[config.mk]
export PLATFORM = sky130hd
export DESIGN_NAME = tgt_event_gen
export DESIGN_NICKNAME = d
export VERILOG_FILES = /design/src/rtl/tgt_event_gen.sv
export SDC_FILE = /design/constraint.sdc
export NUM_CORES = 1
export LEC_CHECK = 0
export BUFFER_PORTS_ARGS = -buffer_cell sky130_fd_sc_hd__buf_4
export CORE_MARGIN = 2
export CORE_UTILIZATION = 42
export DETAILED_ROUTE_END_ITERATION = 7
export SYNTH_ARGS = -nofsm -noshare
export SYNTH_HDL_FRONTEND = slang
export SYNTH_SLANG_ARGS = --single-unit
export TNS_END_PERCENT = 1
[constraint.sdc]
create_clock -name clk -period 3.7 [get_ports clk]
set_input_delay 0.185 -clock clk [delete_from_list [all_inputs] [get_ports clk]]
set_output_delay 0.185 -clock clk [all_outputs]
set_load 0.02 [all_outputs]
[src/rtl/tgt_event_gen.sv]
module tgt_event_gen #(
  parameter int CLK_PERIOD_NS = 40,
  parameter int PULSE_NS      = 100
) (
  input  logic        clk,
  input  logic        rst_n,
  input  logic [63:0] time_now,
  input  logic        wr_en,
  input  logic        rd_en,
  input  logic [2:0]  addr,
  input  logic [31:0] wdata,
  output logic [31:0] rdata,
  output logic        evt,
  output logic        irq,
  output logic [1:0]  gpio_out,
  output logic [1:0]  gpio_oe
);
  localparam int PULSE_RAW = PULSE_NS / CLK_PERIOD_NS;
  localparam int PULSE_CYC = (PULSE_RAW < 1) ? 1 : PULSE_RAW;
  localparam int CW        = $clog2(PULSE_CYC + 1);

  logic [63:0]   tgt;
  logic [31:0]   rld_lo, rld_hi;
  logic          add_mode;
  logic [1:0]    mode [2];
  logic [1:0]    pol, oe, tog;
  logic          irq_sts;
  logic [CW-1:0] pcnt;

  wire hit     = time_now >= tgt;
  wire wr_tlo  = wr_en && addr == 3'd0;
  wire wr_thi  = wr_en && addr == 3'd1;
  wire tgt_wr  = wr_tlo || wr_thi;
  wire wr_ctl  = wr_en && addr == 3'd4;
  wire clr_irq = wr_en && addr == 3'd5 && wdata[0];

  always_ff @(posedge clk or negedge rst_n) begin
    if (!rst_n) begin
      tgt      <= '1;
      rld_lo   <= '0;
      rld_hi   <= '0;
      add_mode <= 1'b0;
      mode[0]  <= 2'b00;
      mode[1]  <= 2'b00;
      pol      <= '0;
      oe       <= '0;
      tog      <= '0;
      irq_sts  <= 1'b0;
      pcnt     <= '0;
      evt      <= 1'b0;
    end else begin
      if (tgt_wr) begin
        if (wr_tlo) tgt[31:0]  <= wdata;
        if (wr_thi) tgt[63:32] <= wdata;
      end else if (hit) begin
        tgt <= add_mode ? tgt + {32'd0, rld_lo} : {rld_hi, rld_lo};
      end
      if (wr_en && addr == 3'd2) rld_lo <= wdata;
      if (wr_en && addr == 3'd3) rld_hi <= wdata;
      if (wr_ctl) begin
        add_mode <= wdata[0];
        mode[0]  <= wdata[2:1];
        mode[1]  <= wdata[4:3];
        pol      <= wdata[6:5];
        oe       <= wdata[8:7];
      end
      for (int i = 0; i < 2; i++)
        if (hit && mode[i] == 2'b01) tog[i] <= ~tog[i];
      if (hit)          irq_sts <= 1'b1;
      else if (clr_irq) irq_sts <= 1'b0;
      if (hit)               pcnt <= CW'(PULSE_CYC);
      else if (pcnt != '0)   pcnt <= pcnt - 1'b1;
      evt <= hit;
    end
  end

  always_comb begin
    rdata = '0;
    if (rd_en)
      case (addr)
        3'd0: rdata = tgt[31:0];
        3'd1: rdata = tgt[63:32];
        3'd2: rdata = rld_lo;
        3'd3: rdata = rld_hi;
        3'd4: rdata = {23'd0, oe, pol, mode[1], mode[0], add_mode};
        3'd5: rdata = {31'd0, irq_sts};
        default: rdata = '0;
      endcase
  end

  assign irq     = irq_sts;
  assign gpio_oe = oe;

  for (genvar i = 0; i < 2; i++) begin : g_ch
    logic lvl;
    always_comb
      case (mode[i])
        2'b00:   lvl = pcnt != '0;
        2'b01:   lvl = tog[i];
        2'b10:   lvl = irq_sts;
        default: lvl = 1'b0;
      endcase
    assign gpio_out[i] = oe[i] & (lvl ^ pol[i]);

    AST_TOGGLE_FLIP: assert property (@(posedge clk) disable iff (!rst_n)
      (hit && mode[i] == 2'b01) |=> (tog[i] != $past(tog[i])));
  end

  AST_EVT_FOLLOWS_HIT: assert property (@(posedge clk) disable iff (!rst_n)
    hit |=> (evt && irq));
  AST_RELOAD_LOAD: assert property (@(posedge clk) disable iff (!rst_n)
    (hit && !tgt_wr && !add_mode) |=> (tgt == {$past(rld_hi), $past(rld_lo)}));
  AST_ADD_STEP: assert property (@(posedge clk) disable iff (!rst_n)
    (hit && !tgt_wr && add_mode) |=> (tgt == $past(tgt) + {32'd0, $past(rld_lo)}));
  AST_SW_WINS: assert property (@(posedge clk) disable iff (!rst_n)
    wr_tlo |=> (tgt[31:0] == $past(wdata)));
  AST_IRQ_STICKY: assert property (@(posedge clk) disable iff (!rst_n)
    (irq && !clr_irq) |=> irq);
  AST_PULSE_LOAD: assert property (@(posedge clk) disable iff (!rst_n)
    hit |=> (pcnt == CW'(PULSE_CYC)));
endmodule

==> results.txt, run 1 <==
Synth Area in Simple Gates -> 14.3%
sequential share of power -> 28.9%
xor and xnor area share after synthesis -> 2.87%
placed cell areas -> 13300 sq um
Slew Viols, Final -> 0
die area -> 29000 sq um
hold endpoint -> rld_lo[21]
layout cells sized above 1 -> 26.4%
critical path startpoint category -> flip-flop
Hold Path Class -> input port to flip-flop
vias in the first global route -> 11.3k
ys async rst share -> 100%
endpoints failing hold -> 0
die height -> 170 um
post-CTS setup buffer count -> 0
Synth Net Count -> 1559
worst reg2reg path startpoint -> tgt[31]
Area Overhead vs Synth -> 19.8%
peak fanout along the critical path -> 17
HP Start -> wdata[21]
actual slew at the worst max-slew pin -> 1010 ps
Final period util -> 94.1%
unrepaired setup endpoints after global routing -> no
yosys warns -> 0
Post-Syn Area -> 11600 sq um
Min-Delay Path Depth -> 2
R2R Path End -> tgt[25]
mux cell area share after synthesis -> 9.22%
distinct cell type count after synthesis -> 69
drt wl/cell -> 22.7 um
CP arrival -> 3820 ps
setup tns final -> 0 ps
IO buf count -> 140
NumNets Final -> 1697
peak supply drop -> 0.000302 V
DRC violations left -> 0
drt pass-1 iters -> 7
clk_lat worst skew -> 440 ps
sequential area share after synthesis -> 31.5%
# IOs -> 141
slowest CP cell -> dfstp_2
Layout Skew -> 11.5 ps
Final WS setup -> 220 ps
CTS Root Cell -> clkbuf_16
total power -> 10.8 mW
TritonCTS Buffers -> 17
worst reg2reg setup slack -> 220 ps
slowest stage delay, CP -> 610 ps
ANT cells -> 0
clk buf depth -> 2
achievable frequency -> 287 MHz
Vias -> 11.4k
Post-Syn Instances -> 1358
DRT iter0 DRCs -> 911
Fill cells -> 2637
H-tree depth -> 4
adder-cell share of the synthesized area -> 10.6%
Tmin final -> 3480 ps
largest family of logic cells by synthesized area -> compound AO/OA/AOI/OAI gates
most common cell after layout, fill and taps aside -> buf_4
Top FF cell, synth -> dfrtp_1
Worst Path Class, Setup -> flip-flop to flip-flop
Final setup viols -> 0
Rows -> 60
register bit count reported by yosys -> 143
final instance area -> 13900 sq um
clock slew at reported path FFs -> 70 ps
internal power -> 5.90 mW
initial antenna violation count -> 0
cells on worst reg2reg path -> 12
first-pass GRT wire length -> 65200 um
most frequent cells in the layout -> buf_4 (192), a21oi_1 (140), nor2_1 (114)
Max Cap Viol -> 0
DRT antenna net count -> 0
top cells by area, synth -> dfrtp_1 (17%), dfstp_2 (14%), ha_1 (10%)
post-synthesis compound-gate area fraction -> 25.9%
Post-Place Worst Slack -> 118 ps
largest net degree at the start of global routing -> 79
slew margin rel. -> 32.6%
PwrDens -> 780 nW/um^2
Via density -> 6.16
gr usage total -> 29.3%
combinational share of power -> 54.9%
core area -> 27000 sq um
CP Capture Type -> flip-flop
crit path cell chain -> inv_1 > ha_1 > nand4_1 > nor4_4 > nand2_1 > o311ai_0 > o21bai_1 > a21oi_1 > o21a_2 > buf_12 > a2111oi_1 > a211oi_1
LEAKAGE -> 6.16 nW
Post-Route WL -> 41900 um
CTS tree -> done
Congestion Overflow GR -> 0
clock power share -> 16.2%
switching part of the total -> 45.5%
area share of the largest cell type after synthesis -> 17.0%
Syn Area/Cell -> 8.54 sq um
CTS sink count -> 143
Worst EP required -> 4040 ps
RD Place Congestion -> 0.960
HPWL Detailed -> 31400 um
Initial Util -> 42.9%
Die X -> 170 um
outcome -> completed
Post-synth EDFFs -> 0
area leader, netlist -> dfrtp_1
Psw -> 4.93 mW
==> layout make-up <==
class / instances / area (sq um) / share of cell area [%]
multi-input cells: 1050 / 7330 / 52.8
flip-flops and latches: 143 / 3660 / 26.3
repair buffers: 203 / 1600 / 11.5
clock buffers: 19 / 443 / 3.19
well taps: 341 / 427 / 3.07
inverters: 81 / 304 / 2.19
clock inverters: 13 / 128 / 0.918
==> cells by family (layout without fill, tap and decap cells) <==
logic type / after synthesis / after routing
fa+ha+maj: 98 / 98
xor+xnor: 38 / 38
mux: 97 / 97
flops: 143 / 143
simple gates: 354 / 354
buf+inv: 165 / 316
compound gates: 463 / 463
==> cell usage after synthesis, drive strengths merged (16+ instances only) <==
master and instances:
nand4 28, nor3 16, dfstp 64, a31oi 20, a22oi 55, mux2 79, buf 28, inv 80
a21o 37, a21oi 141, nor2 115, xnor2 26, a211oi 24, clkbuf 56, nand3 27, and3 20
mux2i 18, dfrtp 79, ha 97, o21ai 85, nand2 101
==> power by group through the flow <==
| stage | registers [mW] | logic, mW | clock network [mW] |
|---|---|---|---|
| 2_1_floorplan | 2.82 | 4.10 | 0 |
| 3_3_place_gp | 3.10 | 5.80 | 0 |
| 3_5_place_dp | 3.11 | 5.85 | 0 |
| 4_1_cts | 3.09 | 5.90 | 1.77 |
| 5_1_grt | 3.20 | 6.59 | 1.84 |
| 6_report | 3.13 | 5.95 | 1.76 |
==> state kept, by name (all words and copies together) (netlist names), 2 cells and up <==
| name | count |
|---|---|
| tog | 2 |
| mode | 4 |
| rld_lo | 32 |
| gpio_oe | 2 |
| rld_hi | 32 |
| tgt | 64 |
| pcnt | 2 |
| pol | 2 |
==> worst max path at each step <==
stage,to,cells after the start,from,slack [ps]
after floorplan,tgt[18],13,tgt[21],690
after global placement,tgt[49],10,tgt[31],120
after detailed placement,tgt[25],12,tgt[31],120
after CTS,tgt[25],12,tgt[31],90
after global routing,tgt[20],14,tgt[29],20
final,tgt[25],12,tgt[31],220
==> worst max-delay path, delay by kind of cell, from the launching register on <==
| kind | cells | cell delay (ps) |
|---|---|---|
| adders and majority gates | 1 | 280 |
| and+or+nand+nor | 3 | 790 |
| buffers and inverters | 2 | 240 |
| DFF | 1 | 610 |
| AOI/OAI and AO/OA | 6 | 1460 |
==> repair_timing <==
item                                   4_1_cts  5_1_grt
hold buffers                                 5        0
setup endpoints to repair                    0        8
resized for setup                            0        4
endpoints found under the hold margin       57        0
==> metrics by stage <==
step                utilization, %  hold slack, ps  instances
floorplan                        -            -111       1358
global placement              49.1             278       1813
detailed placement            49.1             272       1813
CTS                           51.4            1.46       1850
global route                  51.4            7.91       1850
finish                        51.4            11.0       1850
==> per-layer routing <==
| layer | routed length [um] | track usage (%) |
|---|---|---|
| met4 | 905 | 8.66 |
| met1 | 18300 | 40.3 |
| met3 | 3590 | 5.47 |
| met5 | 0 | 0 |
| met2 | 19100 | 46.9 |
No activity file was read; power rests on OpenSTA's default activity.
==> inputs of run 2 (changes only) <==
BUFFER_PORTS_ARGS = -buffer_cell sky130_fd_sc_hd__buf_2   (was -buffer_cell sky130_fd_sc_hd__buf_4)
CORE_MARGIN = not set   (was 2)
==> run 2 against run 1 <==
Compared with the run above: clock-buffer cell count down 2; final cell count down 0.49%; critical path depth unchanged; cell area down 2.9%; sequential cell count unchanged; via count up 0.55%; power down 0.92%; non-clock buffer count down 9; routed wire length down 0.41%; utilization down 1.5 points; register-to-register slack worse by 96 ps; critical path type unchanged.
==> results.txt, run 2 (synthesis gave the netlist of run 1 again) <==
internal power -> 5.75 mW (-2.5%)
actual slew at the worst max-slew pin -> 879 ps (-130 ps)
combinational share of power -> 54.6% (-0.3 points)
Area Overhead vs Synth -> 16.2%
# IOs -> 141 (unchanged)
IO buf count -> 140 (unchanged)
R2R Path End -> tgt[49]
slew margin rel. -> 41.0% (+8.5 points)
Biggest register -> tgt
Multi-input gate area -> 7350 sq um (+0.26%)
Final period util -> 96.6% (+2.6 points)
HP Start -> wdata[21]
endpoints failing hold -> 0 (unchanged)
core area -> 27000 sq um (unchanged)
PwrDens -> 796 nW/um^2 (+2.1%)
drt wl/cell -> 22.7 um (about the same)
initial antenna violation count -> 0 (unchanged)
gr usage total -> 30.0% (+0.67 points)
Final setup viols -> 0 (unchanged)
RD Place Congestion -> 0.958 (-0.13%)
Congestion Overflow GR -> 0 (unchanged)
clock power share -> 16.4% (+0.2 points)
M2 GR Usage -> 48.5% (+1.6 points)
Layout Skew -> 15.6 ps (+4.09 ps)
worst reg2reg path startpoint -> tgt[31]
ANT cells -> 0 (unchanged)
critical path startpoint category -> flip-flop
Top Registers -> tgt (64), rld_hi (32), rld_lo (32)
Psw -> 4.98 mW (+1.0%)
DRT antenna net count -> 0 (unchanged)
GR Util met3 -> 4.63% (-0.83 points)
switching part of the total -> 46.4% (+0.89 points)
Slew Viols, Final -> 0 (unchanged)
Hold Slack -> 18.6 ps (+7.56 ps)
die height -> 168 um (-1.2%)
DRC violations left -> 0 (unchanged)
Post-Route WL -> 41800 um (-0.41%)
Worst EP required -> 4030 ps (about the same)
largest net degree at the start of global routing -> 84 (+6.3%)
CP arrival -> 3900 ps (+80 ps)
Fill cells -> 2602 (-1.3%)
H-tree depth -> 4 (unchanged)
CTS Root Cell -> clkbuf_16
most common cell after layout, fill and taps aside -> a21oi_1
clock slew at reported path FFs -> 70 ps (about the same)
Die X -> 168 um (-1.2%)
Tmin final -> 3580 ps (+95.5 ps)
Min-Delay Path Depth -> 2 (unchanged)
cells on worst reg2reg path -> 12 (unchanged)
setup tns final -> 0 ps (unchanged)
crit path launch -> tgt[31]
CP Capture Type -> flip-flop
Worst Path Class, Setup -> flip-flop to flip-flop
DRT iter0 DRCs -> 1015 (+11%)
NumNets Final -> 1688 (-0.53%)
sequential share of power -> 29.0% (about the same)
unrepaired setup endpoints after global routing -> yes
Largest register FFs -> 64 (unchanged)
layout cells sized above 1 -> 26.3% (-0.17 points)
grt met1 use -> 40.6% (+0.34 points)
peak fanout along the critical path -> 22 (+5)
clk_lat worst skew -> 450 ps (about the same)
outcome -> completed
achievable frequency -> 280 MHz (-2.7%)
gr busiest metal -> met2
TritonCTS Buffers -> 17 (unchanged)
clk buf depth -> 2 (unchanged)
first-pass GRT wire length -> 65000 um (-0.31%)
die area -> 28300 sq um (-2.3%)
LEAKAGE -> 6.03 nW (-2.2%)
Rows -> 60 (unchanged)
most frequent cells in the layout -> a21oi_1 (140), buf_2 (139), nor2_1 (113)
drt pass-1 iters -> 5 (-2)
Vias -> 11.5k (+0.55%)
Worst Setup EP -> tgt[49]
CTS tree -> done
vias in the first global route -> 11.2k (-0.29%)
Hold Path Class -> input port to flip-flop
Max Cap Viol -> 0 (unchanged)
worst reg2reg setup slack -> 120 ps (-100 ps)
Via density -> 6.22 (+1.0%)
peak supply drop -> 0.000415 V (+37%)
HPWL Detailed -> 30800 um (-2.0%)
Initial Util -> 42.9% (unchanged)
CTS sink count -> 143 (unchanged)
FF/Latch Area -> 3660 sq um (unchanged)
run 2: cell types whose count changed in the layout (fill, tap and decap cells not counted), sizes merged:
cell / previous run / this run
buf: 198 / 190
clkbuf: 19 / 17
inv: 86 / 88
clkinv: 4 / 5
clkinvlp: 3 / 2
dlygate4sd3: 5 / 4
run 2: per-layer routing:
layer  up-vias  part of all wire [%]  wire, um
met1      5545                    44     18500
met4         0                   2.8      1160
met2       544                    46     19000
li1       5289                     -         -
met5         -                     0         0
met3        80                   7.3      3040
run 2: worst min path at each step:
stage / slack (ps) / end
floorplan: -110 / add_mode
global placement: 320 / pcnt[1]
detailed placement: 320 / pcnt[1]
CTS: 1 / rld_lo[13]
global route: 10 / rld_hi[10]
finish: 20 / rld_hi[21]
run 2: through the flow:
| stage | util [%] | setup slack, ps | instance area, sq um | total power [mW] | cells |
|---|---|---|---|---|---|
| 5_1_grt | 49.9 | -52.8 | 13500 | 11.5 | 1841 |
| 4_1_cts | 49.8 | 46.2 | 13500 | 10.6 | 1841 |
| 6_report | 49.9 | 124 | 13500 | 10.7 | 1841 |
| 2_1_floorplan | - | 690 | 11600 | 6.91 | 1358 |
| 3_5_place_dp | 47.5 | -62.4 | 12800 | 8.83 | 1805 |
| 3_3_place_gp | 47.5 | -17.5 | 12800 | 8.74 | 1805 |
run 2: final cells by class:
class                           instances  share of cell area [%]
Tap cell                              341                    3.16
Clock inverter                         15                    1.10
Inverter                               81                    2.25
Clock buffer                           17                    3.15
Timing Repair Buffer                  194                    8.69
Sequential cell                       143                    27.1
Multi-Input combinational cell       1050                    54.5
run 2: critical path, stage by stage, from the launching register on:
cell	delay [ps]
dfstp_2	600
inv_1	60
ha_1	290
nand4_1	260
nor4_4	420
nand2_1	90
o21ai_0	120
a2111oi_2	120
buf_4	160
o21bai_1	210
a31o_2	570
nand2_1	170
o311ai_0	380
run 2: power by group through the flow:
stage / clock (mW) / sequential, mW / combinational, mW
after floorplan: 0 / 2.82 / 4.10
after global routing: 1.84 / 3.20 / 6.47
final: 1.76 / 3.11 / 5.86
after CTS: 1.79 / 3.08 / 5.76
after detailed placement: 0 / 3.10 / 5.73
after global placement: 0 / 3.10 / 5.64
run 2: timing repair:
action                     CTS  global route
resized for setup            1             7
hold endpoints to repair    54             0
gates cloned                 0             0
hold buffers                 4             0
setup buffers                0             0
setup endpoints to repair   20            39
